$ cat src/rtl/sleep_pkg.sv
// Shared types for the sleep controller.
package sleep_pkg;
    // Operating plan decoded from the three-bit mode field.
    typedef enum logic [1:0] {
        PLAN_IDLE = 2'd0,
        PLAN_ADCQ = 2'd1,
        PLAN_DEEP = 2'd2,
        PLAN_STBY = 2'd3
    } plan_e;

    // Controller state.
    typedef enum logic [1:0] {
        ST_RUN   = 2'd0,
        ST_SLEEP = 2'd1,
        ST_WARM  = 2'd2
    } state_e;

    // One enable per clock domain plus the oscillator.
    typedef struct packed {
        logic cpu;
        logic io;
        logic nvm;
        logic adc;
        logic osc;
    } ce_t;
endpackage

$ cat src/rtl/slp_mode_decode.sv
// Maps the raw mode field to a plan.
// Assumes: any code other than 001, 010 and 100 is reserved and is treated as idle.
module slp_mode_decode
    import sleep_pkg::*;
(
    input  logic [2:0] mode_i,
    output plan_e      plan_o
);
    // Decode the mode code into a plan.
    always_comb begin
        case (mode_i)
            3'b001:  plan_o = PLAN_ADCQ;
            3'b010:  plan_o = PLAN_DEEP;
            3'b100:  plan_o = PLAN_STBY;
            default: plan_o = PLAN_IDLE;
        endcase
    end
endmodule

$ cat src/rtl/slp_fsm.sv
// Sleep sequencer. It enters sleep on a qualified request, filters wake events
// by plan, and counts oscillator start-up ticks after deep power-down.
// Assumes: slow_tick is a one-cycle pulse synchronous to clk, and STARTUP_TICKS >= 2.
module slp_fsm
    import sleep_pkg::*;
#(
    parameter int STARTUP_TICKS = 16
) (
    input  logic   clk,
    input  logic   rst_n,
    input  logic   sleep_req,
    input  logic   sleep_en,
    input  plan_e  plan_req,
    input  logic   adc_en,
    input  logic   wk_wdt,
    input  logic   wk_lvl,
    input  logic   wk_edge,
    input  logic   wk_pc,
    input  logic   wk_irq,
    input  logic   slow_tick,
    output state_e state_o,
    output plan_e  plan_o,
    output logic   adc_start_o
);
    localparam int CW = $clog2(STARTUP_TICKS);
    localparam logic [CW-1:0] LAST = CW'(STARTUP_TICKS - 1);

    state_e        st_q;
    plan_e         plan_q;
    logic [CW-1:0] cnt_q;
    logic          deep_plan;
    logic          wake_hit;

    // Deep plans accept only the asynchronous-capable wake sources.
    always_comb begin
        deep_plan = (plan_q == PLAN_DEEP) || (plan_q == PLAN_STBY);
        wake_hit  = wk_wdt | wk_lvl | wk_pc | (~deep_plan & (wk_edge | wk_irq));
    end

    // State, latched plan, start-up counter and conversion pulse.
    always_ff @(posedge clk) begin
        if (!rst_n) begin
            st_q        <= ST_RUN;
            plan_q      <= PLAN_IDLE;
            cnt_q       <= '0;
            adc_start_o <= 1'b0;
        end else begin
            adc_start_o <= 1'b0;
            case (st_q)
                ST_RUN: begin
                    if (sleep_req && sleep_en) begin
                        st_q        <= ST_SLEEP;
                        plan_q      <= plan_req;
                        adc_start_o <= (plan_req == PLAN_ADCQ) && adc_en;
                    end
                end
                ST_SLEEP: begin
                    if (wake_hit) begin
                        cnt_q <= '0;
                        st_q  <= (plan_q == PLAN_DEEP) ? ST_WARM : ST_RUN;
                    end
                end
                ST_WARM: begin
                    if (slow_tick) begin
                        if (cnt_q == LAST) begin
                            st_q  <= ST_RUN;
                            cnt_q <= '0;
                        end else begin
                            cnt_q <= cnt_q + 1'b1;
                        end
                    end
                end
                default: st_q <= ST_RUN;
            endcase
        end
    end

    assign state_o = st_q;
    assign plan_o  = plan_q;


    se_gate_chk: assert property (@(posedge clk) disable iff (!rst_n)
        (st_q == ST_RUN && !sleep_en) |=> (st_q == ST_RUN));

    deep_filter_chk: assert property (@(posedge clk) disable iff (!rst_n)
        (st_q == ST_SLEEP && deep_plan && !wk_wdt && !wk_lvl && !wk_pc) |=> (st_q == ST_SLEEP));

    warm_hold_chk: assert property (@(posedge clk) disable iff (!rst_n)
        (st_q == ST_WARM && !slow_tick) |=> (st_q == ST_WARM));

    adc_pulse_chk: assert property (@(posedge clk) disable iff (!rst_n)
        adc_start_o |=> !adc_start_o);
endmodule

$ cat src/rtl/slp_ce_out.sv
// Builds the wanted clock enables from state and plan, and registers them on
// the falling clock edge so the downstream clock gates are glitch-free.
// Assumes: the gate register is stable around the falling edge (it changes on rising edges).
module slp_ce_out
    import sleep_pkg::*;
#(
    parameter int NPER = 4
) (
    input  logic            clk,
    input  logic            rst_n,
    input  state_e          state_i,
    input  plan_e           plan_i,
    input  logic [NPER-1:0] gate_i,
    output ce_t             ce_o,
    output logic [NPER-1:0] periph_ce_o
);
    ce_t want;

    // Domain plan per state and sleep plan.
    always_comb begin
        want = '{cpu: 1'b1, io: 1'b1, nvm: 1'b1, adc: 1'b1, osc: 1'b1};
        if (state_i == ST_WARM) begin
            want = '{cpu: 1'b0, io: 1'b0, nvm: 1'b0, adc: 1'b0, osc: 1'b1};
        end else if (state_i == ST_SLEEP) begin
            case (plan_i)
                PLAN_IDLE: want.cpu = 1'b0;
                PLAN_ADCQ: want = '{cpu: 1'b0, io: 1'b0, nvm: 1'b0, adc: 1'b1, osc: 1'b1};
                PLAN_DEEP: want = '0;
                default:   want = '{cpu: 1'b0, io: 1'b0, nvm: 1'b0, adc: 1'b0, osc: 1'b1};
            endcase
        end
    end

    // Falling-edge output register for all clock enables.
    always_ff @(negedge clk) begin
        if (!rst_n) begin
            ce_o        <= '1;
            periph_ce_o <= '1;
        end else begin
            ce_o        <= want;
            periph_ce_o <= {NPER{want.io}} & ~gate_i;
        end
    end


    osc_off_all_off_chk: assert property (@(posedge clk) disable iff (!rst_n)
        !ce_o.osc |-> (ce_o == '0));

    periph_follow_io_chk: assert property (@(posedge clk) disable iff (!rst_n)
        !ce_o.io |-> (periph_ce_o == '0));
endmodule

$ cat src/rtl/slp_prr_gate.sv
// Per-peripheral gate register with register-port masking. A set bit returns
// zero on reads and suppresses writes to that peripheral.
// Assumes: bus_sel addresses an existing peripheral (below NPER).
module slp_prr_gate #(
    parameter int NPER = 4,
    parameter int DW   = 8
) (
    input  logic                    clk,
    input  logic                    rst_n,
    input  logic                    prr_wr,
    input  logic [NPER-1:0]         prr_wdata,
    input  logic [$clog2(NPER)-1:0] bus_sel,
    input  logic                    bus_rd,
    input  logic                    bus_wr,
    input  logic [NPER*DW-1:0]      per_rdata,
    output logic [NPER-1:0]         gate_o,
    output logic [DW-1:0]           bus_rdata,
    output logic [NPER-1:0]         per_wr
);
    logic [DW-1:0] masked [NPER];

    // Gate register update.
    always_ff @(posedge clk) begin
        if (!rst_n) gate_o <= '0;
        else if (prr_wr) gate_o <= prr_wdata;
    end

    // One masked read path and write strobe per peripheral.
    for (genvar i = 0; i < NPER; i++) begin : g_port
        logic hit;
        assign hit       = (bus_sel == i) && !gate_o[i];
        assign masked[i] = (hit && bus_rd) ? per_rdata[i*DW +: DW] : '0;
        assign per_wr[i] = hit && bus_wr;
    end

    // Merge the masked read slices.
    always_comb begin
        bus_rdata = '0;
        for (int k = 0; k < NPER; k++) bus_rdata = bus_rdata | masked[k];
    end


    gated_read_chk: assert property (@(posedge clk) disable iff (!rst_n)
        (bus_rd && gate_o[bus_sel]) |-> (bus_rdata == '0));

    gated_write_chk: assert property (@(posedge clk) disable iff (!rst_n)
        (bus_wr && gate_o[bus_sel]) |-> (per_wr == '0));

    write_onehot_chk: assert property (@(posedge clk) disable iff (!rst_n)
        $onehot0(per_wr));
endmodule

$ cat src/rtl/sleep_ctrl.sv
// Top of the sleep controller. It holds the control field, decodes the mode,
// sequences sleep and wake, drives the clock enables and gates peripheral access.
// Assumes: the wake inputs are already synchronised to clk.
module sleep_ctrl
    import sleep_pkg::*;
#(
    parameter int NPER          = 4,
    parameter int DW            = 8,
    parameter int STARTUP_TICKS = 16
) (
    input  logic                    clk,
    input  logic                    rst_n,
    input  logic                    ctl_wr,
    input  logic [3:0]              ctl_wdata,
    input  logic                    sleep_req,
    input  logic                    adc_en,
    input  logic                    wk_wdt,
    input  logic                    wk_int0_lvl,
    input  logic                    wk_int0_edge,
    input  logic                    wk_pcint,
    input  logic                    wk_irq,
    input  logic                    slow_tick,
    input  logic                    prr_wr,
    input  logic [NPER-1:0]         prr_wdata,
    input  logic [$clog2(NPER)-1:0] bus_sel,
    input  logic                    bus_rd,
    input  logic                    bus_wr,
    input  logic [NPER*DW-1:0]      per_rdata,
    output logic [DW-1:0]           bus_rdata,
    output logic [NPER-1:0]         per_wr,
    output logic                    cpu_ce,
    output logic                    io_ce,
    output logic                    nvm_ce,
    output logic                    adc_ce,
    output logic                    osc_en,
    output logic [NPER-1:0]         periph_ce,
    output logic                    adc_start
);
    logic [3:0]      ctl_q;
    plan_e           plan_req;
    plan_e           plan_cur;
    state_e          state;
    ce_t             ce;
    logic [NPER-1:0] gate;

    // Control field: sleep enable and mode.
    always_ff @(posedge clk) begin
        if (!rst_n) ctl_q <= '0;
        else if (ctl_wr) ctl_q <= ctl_wdata;
    end

    slp_mode_decode u_dec (
        .mode_i (ctl_q[2:0]),
        .plan_o (plan_req)
    );

    slp_fsm #(.STARTUP_TICKS(STARTUP_TICKS)) u_fsm (
        .clk         (clk),
        .rst_n       (rst_n),
        .sleep_req   (sleep_req),
        .sleep_en    (ctl_q[3]),
        .plan_req    (plan_req),
        .adc_en      (adc_en),
        .wk_wdt      (wk_wdt),
        .wk_lvl      (wk_int0_lvl),
        .wk_edge     (wk_int0_edge),
        .wk_pc       (wk_pcint),
        .wk_irq      (wk_irq),
        .slow_tick   (slow_tick),
        .state_o     (state),
        .plan_o      (plan_cur),
        .adc_start_o (adc_start)
    );

    slp_ce_out #(.NPER(NPER)) u_ce (
        .clk         (clk),
        .rst_n       (rst_n),
        .state_i     (state),
        .plan_i      (plan_cur),
        .gate_i      (gate),
        .ce_o        (ce),
        .periph_ce_o (periph_ce)
    );

    slp_prr_gate #(.NPER(NPER), .DW(DW)) u_gate (
        .clk       (clk),
        .rst_n     (rst_n),
        .prr_wr    (prr_wr),
        .prr_wdata (prr_wdata),
        .bus_sel   (bus_sel),
        .bus_rd    (bus_rd),
        .bus_wr    (bus_wr),
        .per_rdata (per_rdata),
        .gate_o    (gate),
        .bus_rdata (bus_rdata),
        .per_wr    (per_wr)
    );

    assign cpu_ce = ce.cpu;
    assign io_ce  = ce.io;
    assign nvm_ce = ce.nvm;
    assign adc_ce = ce.adc;
    assign osc_en = ce.osc;


    stby_osc_on_chk: assert property (@(posedge clk) disable iff (!rst_n)
        (state == ST_SLEEP && plan_cur == PLAN_STBY && !ce.cpu) |-> osc_en);

    cpu_first_off_chk: assert property (@(posedge clk) disable iff (!rst_n)
        !io_ce |-> !cpu_ce);
endmodule

$ cat config.mk
export PLATFORM = sky130hd
export DESIGN_NAME = sleep_ctrl
export DESIGN_NICKNAME = d
export VERILOG_FILES = /design/src/rtl/sleep_pkg.sv /design/src/rtl/slp_mode_decode.sv /design/src/rtl/slp_fsm.sv /design/src/rtl/slp_ce_out.sv /design/src/rtl/slp_prr_gate.sv /design/src/rtl/sleep_ctrl.sv
export SDC_FILE = /design/constraint.sdc
export NUM_CORES = 1
export LEC_CHECK = 0
export ABC_AREA = 1
export CORE_MARGIN = 5
export CORE_UTILIZATION = 40
export CTS_CLUSTER_SIZE = 30
export DETAILED_ROUTE_END_ITERATION = 12
export DONT_BUFFER_PORTS = 1
export PLACE_DENSITY_LB_ADDON = 0.15
export SYNTH_ARGS = -nofsm -noshare
export SYNTH_HDL_FRONTEND = slang
export SYNTH_HIERARCHICAL = 1
export SYNTH_SLANG_ARGS = --single-unit
$ cat constraint.sdc
create_clock -name clk -period 3.09 [get_ports clk]
set_clock_uncertainty 0.15 [all_clocks]
set_input_delay 0.618 -clock clk [delete_from_list [all_inputs] [get_ports clk]]
set_output_delay 0.618 -clock clk [all_outputs]
set_load 0.02 [all_outputs]
==> flow_summary.yaml <==
outcome:
  status: "completed"
global_routing:
  grt_pass1_wl_mm: 6.40
  track_usage_pct: 15.0
  gr-total-overflow: 0
  grt_start_max_net_pins: 33
  antenna_found_initial: 0
  grt_pass1_vias: 1432
worst_setup_path:
  critPathArrivalTime_ps: 2290
  end_kind: "primary output"
  worstPathRequired_ps: 2320
  path_max_fanout: 1
  crit_type: "flop to primary output"
  startpoint: "u_ce/periph_ce_o[0]"
  start_kind: "flop"
  r2r_start: "u_fsm/state_o[0]"
  r2r_slack_ps: 320
sta:
  slew_headroom_pct: 50.7
  finalWorstSetupSlack_ps: 35.4
  tightest_slew_ps: 733
  hold_viol: 0
  setup_viol: 0
  slew_viol_final: 0
finish:
  fin_cells: 310
  n_fill_cell: 437
  layout_commonest_cell: "nand2_1"
  most-common-layout-cells: "nand2_1 (61), inv_1 (52), nor2_1 (34)"
  area_growth_syn_to_layout_pct: 7.28
  diodes: 0
  postLayoutCoreUtil_pct: 43.5
  design_area_sq_mm: 0.00171
  fin_nets: 320
  drive_above_1_share_pct: 11.9
route:
  drtAntennaViolNets: 0
  drt_pass1_iterations: 4
  first_iter_violations: 77
  wirelength_mm: 3.79
  drt-wirelength-per-cell_um: 12.2
  num_vias: 1510
  drc_errors: 0
  via_per_inst: 4.87
placed_design:
  dp_cells: 299
  pre_cts_slack_ps: 245
  placed_area_sq_mm: 0.00163
  gp_congestion: 0.789
  portBuffers: 0
  dp_hpwl_mm: 2.92
clock_tree:
  cts.sinks: 25
  clock_latency_ps: 270
  cts_buffers: 3
  hold_buffers: 0
  cts_resized: 1
  cts_tree: "built"
  cts_setup_buffers: 0
  root_buffer: "clkbuf_8"
  clkTransAtPathRegs_ps: 90
  cts_buffer_depth: 2
  htree_levels: 1
floorplanning:
  die_y_um: 73.2
  pin_count: 78
  row_count: 23
  die_x_um: 73.2
  die-area_sq_mm: 0.00536
  start_util_pct: 40.5
  core-area_sq_mm: 0.00394
power:
  total_power_uw: 806
  peakVddDrop_uv: 172
  powerDensity_mw_per_mm2: 470
  p_leak_nw: 0.876
yosys:
  synth-seq-cells: 25
  synthesis.nets: 313
  synth_cell_types: 23
  yosysWarnings: 6
  syn_avg_cell_area_sq_um: 6.29
  netlist_area_sq_mm: 0.00160
  synth_cells: 254
  yosysSeqAreaShare_pct: 31.3
min_path:
  hp-start: "rst_n"
  min_path_type: "input port to flop"
run:
  cap_violations: 0
worst reg2reg max path: stages, from the launching register on:
cell and delay (ps):
dfxtp_1 450, inv_1 70, ha_1 190, inv_1 80, nand2_2 70, nand2_4 60, nand2_4 60, nor2_1 90
metrics by stage:
step | hold slack, ps | setup TNS (ps)
finish | 308 | 0
global route | 298 | -0.00466
CTS | 302 | 0
detailed placement | 319 | 0
global placement | 313 | 0
floorplan | 299 | 0
registers in the layout (all words and copies together), names as in the netlist:
register           cells
ctl_q                  4
u_ce/periph_ce_o       4
u_gate/gate_o          4
u_ce/ce_o              4
u_fsm/plan_o           2
u_fsm/cnt_q            4
u_fsm/state_o          2
u_fsm/adc_start_o      1
report_power, final:
part | internal (mW) | leakage [nW] | total, mW | switching (mW)
Combinational | 0.0598 | 0.604 | 0.171 | 0.112
Clock | 0.104 | 0.0681 | 0.232 | 0.128
Sequential | 0.358 | 0.204 | 0.403 | 0.0445
Total | 0.522 | 0.876 | 0.806 | 0.284
kinds of logic after synthesis:
family	share of synthesized area (%)
flops	31.3
simple gates	47.8
compound gates	3.45
buf+inv	14.5
fa+ha+maj	2.35
xor+xnor	0.548
final cells by class:
cell class	instances	area (sq um)	share of cell area, %
tap	50	62.6	3.65
sequential	25	510	29.8
multi-input combinational	173	866	50.5
clock buffer	3	41.3	2.41
inverter	47	176	10.3
timing repair buffer	3	22.5	1.31
clock inverter	9	35.0	2.04
final timing paths:
kind | cells after the start | endpoint
setup / recovery | 0 | periph_ce[0]
hold / removal | 2 | ctl_q[0]
setup reg to reg | 7 | u_ce/periph_ce_o[1]
hold reg to reg | 2 | ctl_q[3]
synth_stat cells:
master    instances  area (sq um)
buf_4             2          15.0
xor2_1            1          8.76
nand3_2           3          30.0
ha_1              3          37.5
dfxtp_1          25           500
nand2_1          61           229
nor2_1           34           128
inv_1            45           169
a21oi_1           5          25.0
nand2_2           4          25.0
nor2_4            2          22.5
nand2_4           2          22.5
nor2_2            4          25.0
inv_2             2          7.51
buf_6             1          11.3
o21ai_0           6          30.0
nor3_1            3          15.0
nand3_1          13          65.1
or2_4             1          8.76
clkinv_1          1          3.75
nor4_1            4          25.0
nand4_1          27           169
buf_2             5          25.0
routing by layer:
metal / wire (um) / vias to the layer above / part of all wire (%) / global-route usage, %
met5: 0 / - / 0 / 0
met4: 65 / 0 / 1.7 / 5.53
met3: 318 / 6 / 8.4 / 4.27
met2: 1720 / 57 / 45 / 22.4
met1: 1690 / 629 / 45 / 20.3
li1: - / 818 / - / -
(Power assumes the default switching activity.)
